`src/rtl/pwm_dac_pkg.sv`:
```
package pwm_dac_pkg;
  typedef enum logic {
    MODE_RST_SET = 1'b0,
    MODE_SET_RST = 1'b1
  } out_mode_e;

  localparam int unsigned LOW_BAND_NARROW = 8;
  localparam int unsigned LOW_BAND_WIDE   = 16;
  localparam int unsigned HIGH_BAND       = 8;
endpackage

```
`src/rtl/pwm_timebase.sv`:
```
module pwm_timebase #(
  parameter int unsigned CNT_W = 10
) (
  input  logic             clk,
  input  logic             rst_n,
  input  logic [CNT_W-1:0] period_i,
  output logic             load_o,
  output logic             running_o,
  output logic [CNT_W-1:0] cnt_o,
  output logic [CNT_W-1:0] act_period_o
);
  logic [CNT_W-1:0] cnt_q;
  logic [CNT_W-1:0] per_q;
  logic             last_tick;

  assign running_o    = (per_q >= CNT_W'(2));
  assign last_tick    = (cnt_q == per_q - 1'b1);
  assign load_o       = !running_o || last_tick;
  assign cnt_o        = cnt_q;
  assign act_period_o = per_q;

  always_ff @(posedge clk) begin
    if (!rst_n) begin
      cnt_q <= '0;
      per_q <= '0;
    end else if (load_o) begin
      cnt_q <= '0;
      per_q <= period_i;
    end else begin
      cnt_q <= cnt_q + 1'b1;
    end
  end
endmodule

```
`src/rtl/pwm_duty_regs.sv`:
```
module pwm_duty_regs
  import pwm_dac_pkg::*;
#(
  parameter int unsigned CNT_W = 10
) (
  input  logic             clk,
  input  logic             rst_n,
  input  logic             load_i,
  input  logic [CNT_W-1:0] duty_i,
  input  logic             duty_valid_i,
  input  logic             mode_i,
  input  logic             mult16_i,
  output logic [CNT_W-1:0] act_duty_o,
  output out_mode_e        act_mode_o,
  output logic             act_wide_o
);
  logic [CNT_W-1:0] shadow_q;

  always_ff @(posedge clk) begin
    if (!rst_n) begin
      shadow_q <= '0;
    end else if (duty_valid_i) begin
      shadow_q <= duty_i;
    end
  end

  always_ff @(posedge clk) begin
    if (!rst_n) begin
      act_duty_o <= '0;
      act_mode_o <= MODE_RST_SET;
      act_wide_o <= 1'b0;
    end else if (load_i) begin
      act_duty_o <= shadow_q;
      act_mode_o <= out_mode_e'(mode_i);
      act_wide_o <= mult16_i;
    end
  end
endmodule

```
`src/rtl/pwm_out_stage.sv`:
```
module pwm_out_stage
  import pwm_dac_pkg::*;
#(
  parameter int unsigned CNT_W = 10
) (
  input  logic             running_i,
  input  logic [CNT_W-1:0] cnt_i,
  input  logic [CNT_W-1:0] act_period_i,
  input  logic [CNT_W-1:0] act_duty_i,
  input  out_mode_e        act_mode_i,
  input  logic             act_wide_i,
  output logic             pwm_o
);
  localparam int unsigned EW = CNT_W + 1;

  logic [EW-1:0] low_band;
  logic [EW-1:0] duty_ext;
  logic          dead_lo;
  logic          dead_hi;
  logic          rest_lvl;

  always_comb begin
    low_band = act_wide_i ? EW'(LOW_BAND_WIDE) : EW'(LOW_BAND_NARROW);
    duty_ext = {1'b0, act_duty_i};
    dead_lo  = (duty_ext < low_band);
    dead_hi  = ((duty_ext + EW'(HIGH_BAND)) >= {1'b0, act_period_i});
    rest_lvl = (act_mode_i == MODE_SET_RST);
    if (!running_i || dead_lo || dead_hi) begin
      pwm_o = rest_lvl;
    end else if (cnt_i < act_duty_i) begin
      pwm_o = !rest_lvl;
    end else begin
      pwm_o = rest_lvl;
    end
  end
endmodule

```
`src/rtl/pwm_dac_gen.sv`:
```
module pwm_dac_gen
  import pwm_dac_pkg::*;
#(
  parameter int unsigned CNT_W = 10
) (
  input  logic             clk,
  input  logic             rst_n,
  input  logic [CNT_W-1:0] period_i,
  input  logic [CNT_W-1:0] duty_i,
  input  logic             duty_valid_i,
  output logic             duty_ready_o,
  input  logic             mode_i,
  input  logic             mult16_i,
  output logic             pwm_o,
  output logic             period_start_o
);
  logic             load;
  logic             running;
  logic [CNT_W-1:0] cnt;
  logic [CNT_W-1:0] act_period;
  logic [CNT_W-1:0] act_duty;
  out_mode_e        act_mode;
  logic             act_wide;

  assign duty_ready_o   = 1'b1;
  assign period_start_o = running && (cnt == '0);

  pwm_timebase #(.CNT_W(CNT_W)) u_tb (
    .clk          (clk),
    .rst_n        (rst_n),
    .period_i     (period_i),
    .load_o       (load),
    .running_o    (running),
    .cnt_o        (cnt),
    .act_period_o (act_period)
  );

  pwm_duty_regs #(.CNT_W(CNT_W)) u_regs (
    .clk          (clk),
    .rst_n        (rst_n),
    .load_i       (load),
    .duty_i       (duty_i),
    .duty_valid_i (duty_valid_i),
    .mode_i       (mode_i),
    .mult16_i     (mult16_i),
    .act_duty_o   (act_duty),
    .act_mode_o   (act_mode),
    .act_wide_o   (act_wide)
  );

  pwm_out_stage #(.CNT_W(CNT_W)) u_out (
    .running_i    (running),
    .cnt_i        (cnt),
    .act_period_i (act_period),
    .act_duty_i   (act_duty),
    .act_mode_i   (act_mode),
    .act_wide_i   (act_wide),
    .pwm_o        (pwm_o)
  );
endmodule

```
`config.mk`:
```
export PLATFORM = sky130hd
export DESIGN_NAME = pwm_dac_gen
export DESIGN_NICKNAME = d
export VERILOG_FILES = /design/src/rtl/pwm_dac_pkg.sv /design/src/rtl/pwm_timebase.sv /design/src/rtl/pwm_duty_regs.sv /design/src/rtl/pwm_out_stage.sv /design/src/rtl/pwm_dac_gen.sv
export SDC_FILE = /design/constraint.sdc
export NUM_CORES = 1
export LEC_CHECK = 0
export ABC_AREA = 0
export BUFFER_PORTS_ARGS = -buffer_cell sky130_fd_sc_hd__buf_2
export CAP_MARGIN = 25
export CORE_ASPECT_RATIO = 1.1
export CORE_MARGIN = 4
export CORE_UTILIZATION = 45
export CTS_BUF_LIST = sky130_fd_sc_hd__clkbuf_8
export DETAILED_ROUTE_END_ITERATION = 7
export PLACE_DENSITY_LB_ADDON = 0.2
export SKIP_LAST_GASP = 1
export SYNTH_ARGS = -nofsm -noshare
export SYNTH_HDL_FRONTEND = slang
export SYNTH_HIERARCHICAL = 1
export SYNTH_SLANG_ARGS = --single-unit
```
`constraint.sdc`:
```
create_clock -name clk -period 4.86 [get_ports clk]
set_clock_uncertainty 0.1 [all_clocks]
set_input_delay 0.243 -clock clk [delete_from_list [all_inputs] [get_ports clk]]
set_output_delay 0.243 -clock clk [all_outputs]
set_load 0.05 [all_outputs]
```
# Yosys cells after proc, flatten, opt, wreduce, memory -nomap -nowiden
# Index checks and enable logic that the tools add are counted.
totals:
  reg_bits: 42
  wordCells: 26
  in_bits: 25
  out_inout_bits: 3
op_classes:
  mux: 3
  reduce_logical: 8
  n_addsub: 3
  bitwise: 1
  n_eq_ne: 1
  n_lt_le_gt_ge: 4
op_table:
  columns: ["op", "n"]
  rows:
  - ["$add 10x4->11 const B", 1]
  - ["$ge 11x10->1", 1]
  - ["$lt 10x11->1", 1]
  - ["$add 10x1->10 const B", 1]
  - ["$eq 10x10->1", 1]
  - ["$ge 10x2->1 const B", 1]
  - ["$logic_not 10->1", 1]
  - ["$lt 10x10->1", 1]
  - ["$sub 10x1->10 const B", 1]
  - ["$mux 5", 1]
  - ["$logic_or 1x1->1", 3]
  - ["$logic_not 1->1", 2]
  - ["$mux 1", 2]
  - ["$reduce_or 2->1", 1]
  - ["$logic_and 1x1->1", 1]
  - ["$not 1->1", 1]

# Logic depth before layout (Yosys ltp)
# Gate-level depths: netlist of run 1.
logic_depth:
  ltp_word: 5
  depth_mapped: 11
  depth_no_buf: 10

# Hierarchy
# Netlist of run 1, hierarchy kept.
by_module_without_submodules:
  columns: ["module", "seq_area_each_um2", "cells_each", "n_inst", "area_per_inst_um2"]
  rows:
  - ["pwm_timebase", 400.4, 170, 1, 1566.5]
  - ["pwm_duty_regs", 440.4, 70, 1, 824.5]
  - ["pwm_out_stage", 0.0, 81, 1, 615.6]
  - ["pwm_dac_gen", 0.0, 6, 1, 37.5]

# Worst setup path before layout of run 1
# No wires, ideal clock.
synth_path:
  path_type: "register to register"
  from: "register u_tb.per_q[4] (netlist: u_tb/act_period_o[4])"
  to: "register u_regs.act_duty_o[0]"
  arrival_ns: 2.868
  stages_incl_launch_ff: 11
  path_slack_ns: 1.776
  period_less_slack_ns: 3.084
  t_required_ns: 4.644
  path_buffers: 3
  setup_time_ns: 0.116
  cell_sequence: "dfxtp_1 buf_6 or4b_1 o21a_1 or3b_4 or3_4 buf_6 o21ai_0 buf_6 mux2i_1 nor2b_1"
synth_via:
  elab_chain_len: 3
  elab_cells_between_ends: 5
  cone_classes: "add/sub: 1; order compare: 1; eq/ne: 1; reduce/logical: 2"
synth_rtl:
  columns: ["element", "line", "source"]
  rows:
  - ["from (decl)", "pwm_timebase.sv:13", "logic [CNT_W-1:0] per_q;"]
  - ["from (signal assigned)", "pwm_timebase.sv:28", "per_q <= period_i;"]
  - ["$sub 10x1->10 or $ge 10x2->1 (tied branches)", "pwm_timebase.sv:17, pwm_timebase.sv:16", null]
  - ["$eq 10x10->1 or $logic_not 1->1 (tied branches)", "pwm_timebase.sv:17, pwm_timebase.sv:18", null]
  - ["$logic_or 1x1->1 (*)", "pwm_timebase.sv:18", "assign load_o = !running_o || last_tick;"]
  - ["named net load", "pwm_dac_gen.sv:17", "logic load;"]
  - ["to (signal assigned)", "pwm_duty_regs.sv:33", "act_duty_o <= shadow_q;"]
  - ["to (decl)", "pwm_duty_regs.sv:13", "output logic [CNT_W-1:0] act_duty_o,"]
# Mark *: on every way through the listed nets, which the timed path passes. The rest lies on a longest branch.
# A chain may end at the register's enable or synchronous reset.

# Final worst setup path of run 1
layout_path:
  from: "register u_regs.act_duty_o[4]"
  to: "output port pwm_o"
layout_via:
  elab_chain_len: 4
  elab_cells_between_ends: 8
  cone_classes: "add/sub: 1; order compare: 3; mux: 2; reduce/logical: 2"
layout_rtl:
  columns: ["element", "line", "source"]
  rows:
  - ["$add 10x4->11 or $lt 10x11->1 (tied branches)", "pwm_out_stage.sv:26, pwm_out_stage.sv:25", null]
  - ["$ge 11x10->1 or $logic_or 1x1->1 (tied branches)", "pwm_out_stage.sv:26, pwm_out_stage.sv:28", null]
  - ["$logic_or 1x1->1", "pwm_out_stage.sv:28", "if (!running_i || dead_lo || dead_hi) begin"]
  - ["$mux 1 (*)", "pwm_out_stage.sv:28", null]
  - ["to (decl)", "pwm_dac_gen.sv:14", "output logic pwm_o,"]
# Mark *: on every way between the ends. The rest lies on a longest branch, timed or not.

==> impl_metrics.csv, run 1 <==
group,metric,value,unit
status,status,"completed",
floorplanning,die_y,94.3,microns
sta,hold-worst-slack,91.1,ps
clock_tree,cts_hold_buf,0,
pwr,power_frac_comb,59.8,%
yosys,synthArstFlopShare,0,%
clock_tree,cts.root.buffer_cell,"clkbuf_8",
yosys,seq_area_frac_synth,27.6,%
clock_tree,cts_tree,"yes",
grt,grt_max_degree,53,
layout,n_fill_cell,644,
grt,antenna_found_initial,0,
layout,layout_common_cells,"42 x dfxtp_1, 26 x buf_2, 24 x inv_1, 24 x ha_1",
worst_setup_path,crit_arrival,2970,ps
worst_setup_path,crit_chain,"ha_1 > nand3_1 > nor3_1 > xnor2_1 > ha_1 > or3b_1 > a221oi_2 > o311ai_1 > a221oi_2 > xor2_1 > buf_2",
floorplanning,coreArea,0.00659,sq mm
pwr,seq_power_share,26.4,%
clock_tree,cts_buffers,5,
pwr,power.switching,936,uW
pwr,peakVddDrop,0.433,mV
pwr,p_per_area,617,mW/mm^2
floorplanning,die_x,86.4,microns
floorplanning,initial_core_util,46.2,%
yosys,synth_ff_type,"dfxtp_1",
detailed_routing,first_pass_iters,4,
yosys,synth_edf_count,0,
sta,period_share,68.1,%
yosys,netlist_area,0.00304,sq mm
sta,slew_violations,0,
yosys,ys_warn_count,6,
job,drv_cap,0,
sta,rsz0062_at_grt,"false",
pwr,netSwitchingFraction,46.4,%
layout,n_antenna_cell,0,
clock_tree,cts-htree-levels,2,
worst_setup_path,crit_type,"reg -> out",
sta,setup_tns,0,ps
yosys,synth-xor-area-share,6.62,%
yosys,ys_seq_elements,42,
detailed_routing,drt_iter0_markers,105,
detailed_routing,route.detailed.drc,0,
worst_setup_path,slowest_stage,"dfxtp_1",
yosys,synth.mux.area_fraction,7.23,%
sta,finalWorstSetupSlack,1550,ps
detailed_routing,vias,2374,
clock_tree,cts_resized,0,
worst_setup_path,cp-start-kind,"flip-flop",
detailed_routing,via_per_inst,5.52,
floorplanning,dieArea,0.00815,sq mm
layout,layout.area.seq,841,sq um
grt,grt_pass1_wl,10900,microns
pwr,finalPower,2020,uW
clock_tree,postCtsSetupBuffers,0,
sta,fmax,0.302,GHz
clock_tree,clock_sinks,42,
worst_setup_path,critPathTopFamily,"simple AND/OR/NAND/NOR gates",
yosys,synthAdderAreaFrac,9.86,%
place,place_congestion,0.830,
layout,fin_area,0.00327,sq mm
yosys,ys_types,51,
place,pre_cts_ws,1700,ps
clock_tree,path_clk_slew,80,ps
floorplanning,ioPinCount,28,
place,io_buffer_count,26,
min_path,min_path_type,"in -> reg",
detailed_routing,ant_nets,0,
place,place_area,0.00316,sq mm
yosys,avgSynthCellArea,9.31,sq um
layout,layout.nets,396,
detailed_routing,wire_per_inst,15.0,microns
clock_tree,insertion_delay,300,ps
sta,hold_viol,0,
layout,area_growth,7.52,%
yosys,synth.net_count,376,
yosys,synth_top_family_by_area,"simple AND/OR/NAND/NOR gates",
layout,final_common_cell,"dfxtp_1",
sta,min_period,3310,ps
grt,overflow,0,
worst_setup_path,max_stage_delay,430,ps
layout,drive_gt1_share,19.0,%
floorplanning,num_rows,31,
grt,grt_pass1_vias,2271,
detailed_routing,routed_wl,6450,microns
worst_setup_path,worst_setup_path_end_kind,"output port",
worst_setup_path,crit_buf_inv,1,
grt,grt_use_total,16.6,%
sta,setup_viol,0,
yosys,synth_compound_area_share,17.9,%
worst_setup_path,critPathMaxFanout,6,
sta,maxSlewHeadroom,47.1,%
worst_setup_path,cp_data_required_time,4520,ps
yosys,syn_inst,327,
pwr,p_int,1080,uW
place,hpwl,4630,microns
layout,multiInputGateArea,0.00196,sq mm
pwr,cellLeakagePower,0.00132,uW
sta,worst_pin_slew,793,ps
clock_tree,ctsLongestPathBuffers,2,
yosys,synth-simple-area-share,22.4,%
pwr,clkPwrFrac,13.8,%
path summary, 6_finish.rpt:
kind                             start              endpoint  slack, ps  cells past startpoint
setup / recovery  u_regs/act_duty_o[4]                 pwm_o       1550                     11
hold / removal               duty_i[3]    u_regs/shadow_q[3]         90                      3
setup reg to reg  u_tb/act_period_o[0]  u_regs/act_duty_o[2]       1620                     10
hold reg to reg     u_regs/shadow_q[3]    u_regs/shadow_q[3]        430                      2
layout make-up:
class	instances	share of cell area, %
repair buffers	31	5.12
well taps	82	3.13
multi-input cells	243	60.0
clock inverters	3	1.22
inverters	24	2.75
clock buffers	5	2.10
flip-flops and latches	42	25.7
synthesized netlist by cell type, types with 3 or more instances:
master     number  area share (%)
a211oi_1        3            0.74
a21oi_1         6            0.99
a2bb2oi_1      10             2.9
and2_2          8             2.0
and3_1          7             1.4
buf_6           4             1.5
clkbuf_1        6            0.74
clkbuf_8        5             2.3
dfxtp_1        42              28
ha_1           24             9.9
inv_1          24             3.0
mux2i_1        22             7.2
nand2_1        22             2.7
nand2b_1        3            0.62
nand3_1         8             1.3
nand4_1         7             1.4
nor2_1          3            0.37
nor2b_1        22             4.5
nor3_1         10             1.6
nor4_1          5             1.0
o21ai_0         5            0.82
o311ai_2       10             5.3
o31ai_1        11             2.7
or4_1           3            0.74
xnor2_1        15             4.3
xor2_1          8             2.3
through the flow:
stage,util (%),instances
floorplan,-,327
global placement,48.0,422
detailed placement,48.0,422
CTS,49.6,430
global route,49.6,430
finish,49.6,430
power groups by stage:
stage          Sequential (uW)  Clock, uW  Combinational (uW)
6_report                   534        278                1210
5_1_grt                    549        300                1310
4_1_cts                    535        285                1200
3_5_place_dp               544          0                1200
3_3_place_gp               543          0                1180
2_1_floorplan              489          0                1090
flip-flops by register name, indices dropped and copies added (netlist names):
signal	count
u_regs/act_duty_o	10
u_regs/act_mode_o	1
u_regs/act_wide_o	1
u_regs/shadow_q	10
u_tb/act_period_o	10
u_tb/cnt_o	10
routing by layer:
metal  wire, microns  global-route usage, %  part of all wire, %  vias up
met1            3120                   21.7                   48     1107
met5               0                      0                    0        -
met2            3020                   27.9                   47       39
met3             233                   2.72                  3.6        7
met4              70                   4.68                  1.1        0
li1                -                      -                    -     1221
logic make-up (layout without fill, tap and decap cells):
| group | Yosys count | count (layout) |
|---|---|---|
| AOI/OAI and AO/OA | 60 | 60 |
| xor gates and xnor gates | 23 | 23 |
| adders and majority gates | 24 | 24 |
| buffers and inverters | 42 | 63 |
| DFF | 42 | 42 |
| muxes | 22 | 22 |
| other | 1 | 1 |
| and+or+nand+nor | 113 | 113 |
worst reg2reg max path: cells and delay by family (launching register included):
| kind | cells | cell delay (ps) |
|---|---|---|
| flip-flops | 1 | 380 |
| adder cells (fa/ha/maj) | 1 | 180 |
| AO/OA/AOI/OAI | 2 | 330 |
| multiplexers | 1 | 240 |
| AND/OR/NAND/NOR | 4 | 1540 |
| buffers and inverters | 2 | 360 |
Note: power is estimated with default switching activity, not from simulation.
==> inputs of run 2 (changes only) <==
==> constraint.sdc (replaced) <==
create_clock -name clk -period 2.9 [get_ports clk]
set_clock_uncertainty 0.1 [all_clocks]
set_input_delay 0.145 -clock clk [delete_from_list [all_inputs] [get_ports clk]]
set_output_delay 0.145 -clock clk [all_outputs]
set_load 0.05 [all_outputs]
==> run 2 against run 1 <==
Compared with the run above:
- critical path depth unchanged
- the flow now finishes with violations (setup timing)
- sequential power grew 60%
- hold slack lost 83 ps
- critical path type unchanged
- first-iteration DRC count up 22%
- largest cell class unchanged
- non-clock buffer count increased by 24
- design area up 9.6%
- worst setup slack worse by 1600 ps
- final cell count is 5.6% higher
- global-route usage grew 1.6 points
- clock power rose by 68%
- routed wire length increased by 11%
- clock-buffer cell count did not move
==> impl_metrics.csv, run 2 (same netlist as run 1, synthesis figures left out) <==
group,metric,value,unit
worst_setup_path,r2r_slack,130,ps
layout,layout.nets,420,
min_path,min_path_type,"in -> reg",
floorplanning,ioPinCount,28,
detailed_routing,via_per_inst,5.50,
detailed_routing,routed_wl,7150,microns
detailed_routing,first_pass_iters,4,
sta,fmax,0.340,GHz
sta,maxSlewHeadroom,48.3,%
floorplanning,num_rows,31,
clock_tree,insertion_delay,300,ps
worst_setup_path,critPathMaxFanout,3,
layout,layout_common_cells,"37 x dfxtp_1, 25 x inv_1, 25 x buf_2",
sta,setup_tns,-37.1,ps
sta,rsz0062_at_grt,"true",
grt,overflow,0,
pwr,cellLeakagePower,0.00145,uW
grt,grt_use_total,18.2,%
clock_tree,path_clk_slew,80,ps
place,place_congestion,0.849,
worst_setup_path,reg2reg_from,"u_tb/act_period_o[0]",
detailed_routing,route.detailed.drc,0,
layout,n_fill_cell,611,
pwr,p_per_area,1030,mW/mm^2
min_path,hold_start,"mult16_i",
detailed_routing,vias,2498,
floorplanning,die_x,86.4,microns
sta,period_share,101,%
worst_setup_path,crit_arrival,2690,ps
sta,worst_pin_slew,775,ps
worst_setup_path,r2r_cells,8,
grt,use_met2,30.6,%
grt,grt_max_degree,53,
layout,layout.area.seq,850,sq um
grt,grt_pass1_wl,11900,microns
sta,finalWorstSetupSlack,-37.1,ps
status,violations,"setup timing",
min_path,min_to,"u_regs/act_wide_o",
floorplanning,initial_core_util,46.2,%
sta,hold_viol,0,
grt,grtUsageMet3,3.25,%
pwr,finalPower,3680,uW
place,hpwl,5020,microns
layout,multiInputGateArea,0.00205,sq mm
layout,final_common_cell,"dfxtp_1",
sta,min_period,2940,ps
grt,antenna_found_initial,0,
sta,setup_viol,1,
pwr,peakVddDrop,0.705,mV
clock_tree,clock_sinks,42,
worst_setup_path,cp-start-kind,"flip-flop",
grt,grt_pass1_vias,2489,
worst_setup_path,crit_type,"reg -> out",
detailed_routing,drt_iter0_markers,128,
detailed_routing,ant_nets,0,
sta,slew_violations,0,
place,io_buffer_count,26,
min_path,whs_path_depth,3,
job,drv_cap,0,
worst_setup_path,worst_setup_path_end_kind,"output port",
grt,grtUsageMet1,23.2,%
worst_setup_path,cp_data_required_time,2650,ps
layout,drive_gt1_share,26.9,%
clock_tree,ctsLongestPathBuffers,2,
clock_tree,cts_tree,"yes",
floorplanning,dieArea,0.00815,sq mm
layout,n_antenna_cell,0,
detailed_routing,wire_per_inst,15.8,microns
clock_tree,cts_buffers,5,
status,status,"complete, but fails checks",
clock_tree,cts.root.buffer_cell,"clkbuf_8",
clock_tree,cts-htree-levels,2,
worst_setup_path,r2r_end,"u_regs/act_duty_o[0]",
layout,area_growth,17.9,%
floorplanning,die_y,94.3,microns
floorplanning,coreArea,0.00659,sq mm
grt,top_usage_layer,"met2",
## run 2: changes by cell type in the layout (fill, tap and decap cells not counted), sizes merged
cell,before,now
buf,31,50
dlygate4sd3,0,5
inv,24,25
clkinvlp,0,1
clkinv,2,0
## run 2: repair_timing
item	4_1_cts	5_1_grt
gates resized for setup	6	16
endpoints found under the setup margin	2	18
hold endpoints to repair	4	1
pin swaps	0	8
hold buffers	4	1
buffers inserted	0	5
## run 2: cell type report
class,count,area share [%]
clock inverter,3,1.15
inverter,24,2.51
clock buffer,5,1.92
multi-input combinational,243,57.1
timing repair buffer,55,10.8
sequential,42,23.7
tap,82,2.86
## run 2: power by group
part           total, uW  leakage, uW  internal, uW  switching, uW
clock network        466    0.0000556           254            213
logic               2360      0.00105          1040           1320
registers            852     0.000346           696            157
total               3680      0.00145          1990           1690
## run 2: worst max-delay path by stage
stage | cells past startpoint | endpoint | startpoint | slack [ps]
after floorplan | 10 | u_regs/act_duty_o[0] | u_tb/act_period_o[4] | 40
after CTS | 11 | pwm_o | u_regs/act_duty_o[3] | -50
final | 11 | pwm_o | u_regs/act_duty_o[4] | -40
after detailed placement | 10 | u_regs/act_wide_o | u_tb/act_period_o[0] | 70
after global placement | 10 | u_regs/act_wide_o | u_tb/act_period_o[0] | 170
after global routing | 11 | pwm_o | u_regs/act_duty_o[3] | -200
## run 2: routing by layer
layer	part of all wire, %	wire length (microns)	vias to the layer above
met5	0	0	-
met4	1.5	109	0
met3	3.7	263	11
met2	51	3630	49
met1	44	3150	1162
li1	-	-	1276
## run 2: critical path, stage by stage (launching register included)
cell and delay (ps):
dfxtp_2 370, buf_6 100, and3_4 180, nand3_4 80, xnor2_2 150, ha_1 310
a21o_1 190, a221oi_2 240, o311ai_2 150, a221oi_2 280, xor2_2 170, buf_6 170
## run 2: stage by stage
stage	cells	worst slack, ps	hold slack [ps]	util (%)	cell area (sq um)
floorplan	327	42.9	173	-	3060
global placement	436	169	302	49.9	3290
detailed placement	436	67.6	310	49.9	3290
CTS	448	-48.0	0.717	52.6	3470
global route	454	-204	21.9	54.4	3590
finish	454	-37.1	7.93	54.4	3590
==> inputs of run 3 (changes only) <==
--- a/config.mk
+++ b/config.mk
@@ -15,6 +15,7 @@
 export DETAILED_ROUTE_END_ITERATION = 7
 export PLACE_DENSITY_LB_ADDON = 0.2
 export SKIP_LAST_GASP = 1
+export SLEW_MARGIN = 20
 export SYNTH_ARGS = -nofsm -noshare
 export SYNTH_HDL_FRONTEND = slang
 export SYNTH_HIERARCHICAL = 1
==> constraint.sdc (replaced) <==
create_clock -name clk -period 2.9 [get_ports clk]
set_clock_uncertainty 0.1 [all_clocks]
set_input_delay 0.58 -clock clk [delete_from_list [all_inputs] [get_ports clk]]
set_output_delay 0.58 -clock clk [all_outputs]
set_load 0.05 [all_outputs]
==> run 3 against run 2 <==
Compared with the run above:
- the flow still finishes with violations (setup timing)
- maximum frequency is 13% lower
- sequential cell count stayed put
- global-route usage is 0.83 points higher
- worst setup slack worse by 450 ps
- clock power is 20% lower
- clock-buffer cell count stayed put
- critical path depth is 1 higher
- hold slack better by 420 ps
- routed wire length is 2.4% higher
==> impl_metrics.csv, run 3 (same netlist as run 1, synthesis figures left out) <==
group,metric,value,unit
status,status,"complete, but fails checks",
status,violations,"setup timing",
sta,finalWorstSetupSlack,-484,ps
sta,slew_violations,0,
worst_setup_path,reg2reg_from,"u_tb/act_period_o[0]",
worst_setup_path,r2r_slack,60,ps
grt,overflow,0,
layout,layout.nets,441,
grt,antenna_found_initial,0,
floorplanning,coreArea,0.00659,sq mm
layout,fin_cells,474,
grt,grt_use_total,19.1,%
sta,period_share,117,%
detailed_routing,first_pass_iters,4,
clock_tree,insertion_delay,300,ps
sta,worst_pin_slew,570,ps
clock_tree,cts-htree-levels,2,
detailed_routing,via_per_inst,5.37,
clock_tree,cts_buffers,5,
floorplanning,initial_core_util,46.2,%
sta,hold_viol,0,
layout,n_antenna_cell,0,
detailed_routing,wire_per_inst,15.5,microns
job,drv_cap,0,
sta,rsz0062_at_grt,"true",
worst_setup_path,r2r_cells,9,
min_path,whs_path_depth,2,
detailed_routing,ant_nets,0,
floorplanning,die_y,94.3,microns
floorplanning,num_rows,31,
clock_tree,ctsLongestPathBuffers,2,
grt,grt_pass1_wl,12300,microns
worst_setup_path,crit_arrival,2700,ps
detailed_routing,drt_iter0_markers,126,
clock_tree,clock_sinks,42,
layout,n_fill_cell,632,
clock_tree,cts_tree,"yes",
pwr,p_per_area,1040,mW/mm^2
layout,layout_common_cells,"48 x buf_4, 39 x dfxtp_1, 25 x inv_1",
place,io_buffer_count,26,
place,place_inst,466,
clock_tree,cts_hold_buf,0,
grt,grt_max_degree,37,
clock_tree,path_clk_slew,80,ps
clock_tree,cts.root.buffer_cell,"clkbuf_8",
layout,drive_gt1_share,30.4,%
floorplanning,ioPinCount,28,
worst_setup_path,cp-start-kind,"flip-flop",
sta,fmax,0.296,GHz
worst_setup_path,crit_type,"reg -> out",
sta,min_period,3380,ps
floorplanning,dieArea,0.00815,sq mm
layout,area_growth,20.7,%
detailed_routing,route.detailed.drc,0,
worst_setup_path,critPathMaxFanout,3,
sta,maxSlewHeadroom,62.0,%
place,hpwl,5530,microns
layout,final_common_cell,"buf_4",
detailed_routing,routed_wl,7330,microns
pwr,cellLeakagePower,0.00155,uW
worst_setup_path,worst_setup_path_end_kind,"output port",
worst_setup_path,r2r_end,"u_regs/act_mode_o",
pwr,peakVddDrop,0.601,mV
worst_setup_path,cp_data_required_time,2220,ps
sta,setup_viol,1,
floorplanning,die_x,86.4,microns
grt,grt_pass1_vias,2558,
detailed_routing,vias,2544,
place,pre_cts_ws,-281,ps
min_path,min_path_type,"reg -> reg",
min_path,min_to,"u_regs/act_duty_o[3]",
min_path,hold_start,"u_regs/shadow_q[3]",
place,place_congestion,0.871,
[run 3: changes by cell type in the layout (fill, tap and decap cells not counted), sizes merged]
| cell | change |
|---|---|
| buf | +26 |
| bufinv | -1 |
| dlygate4sd3 | -5 |
[run 3: metrics by stage]
stage                     total power, uW  hold WS, ps  setup TNS [ps]  cell area (sq um)  utilization (%)
after floorplan                      2680          382            -179               3080                -
after global placement               3250          400            -192               3540             53.7
after detailed placement             3290          412            -281               3540             53.7
after CTS                            3790          429            -533               3660             55.6
after global routing                 4070          441            -749               3670             55.7
final                                3810          424            -484               3670             55.7
[run 3: final cells by class]
type / count / area [sq um] / area share, %
multi-input cells: 243 / 2020 / 55.1
flip-flops and latches: 42 / 845 / 23.0
repair buffers: 76 / 534 / 14.5
well taps: 82 / 103 / 2.79
inverters: 24 / 90.1 / 2.45
clock buffers: 5 / 68.8 / 1.87
clock inverters: 2 / 11.3 / 0.306
[run 3: how the worst max path moves through the flow]
stage                               from  endpoint  cells after the start
global placement    u_regs/act_duty_o[3]     pwm_o                     12
detailed placement  u_regs/act_duty_o[3]     pwm_o                     12
global route        u_regs/act_duty_o[4]     pwm_o                     12
finish              u_regs/act_duty_o[3]     pwm_o                     12
CTS                 u_regs/act_duty_o[3]     pwm_o                     12
floorplan           u_regs/act_duty_o[4]     pwm_o                     10
[run 3: routing by layer]
| metal | wire [microns] | share of wire [%] | up-vias | global-route usage [%] |
|---|---|---|---|---|
| met5 | 0 | 0 | - | 0 |
| met4 | 87 | 1.2 | 0 | 5.32 |
| met3 | 169 | 2.3 | 7 | 2.63 |
| met2 | 3690 | 50 | 28 | 33.7 |
| met1 | 3380 | 46 | 1192 | 23.8 |
| li1 | - | - | 1317 | - |
[run 3: timing repair]
item | in CTS | in global routing
endpoints found under the setup margin | 2 | 13
gates resized for setup | 9 | 2
buffers inserted | 1 | 0
cloned | 0 | 0
pin swaps | 1 | 0
[run 3: critical path, stage by stage, from the launching register on]
cell	delay, ps
dfxtp_2	350
ha_2	180
nand3_1	110
nor3_2	140
xnor2_1	90
ha_1	180
or3b_1	360
a221oi_2	170
o311ai_1	150
a221oi_2	210
buf_4	180
xor2_4	130
buf_6	170
[run 3: power breakdown]
part / switching (uW) / internal [uW] / leakage, uW
clock network: 209 / 162 / 0.0000414
registers: 89.7 / 696 / 0.000345
logic: 1440 / 1220 / 0.00116
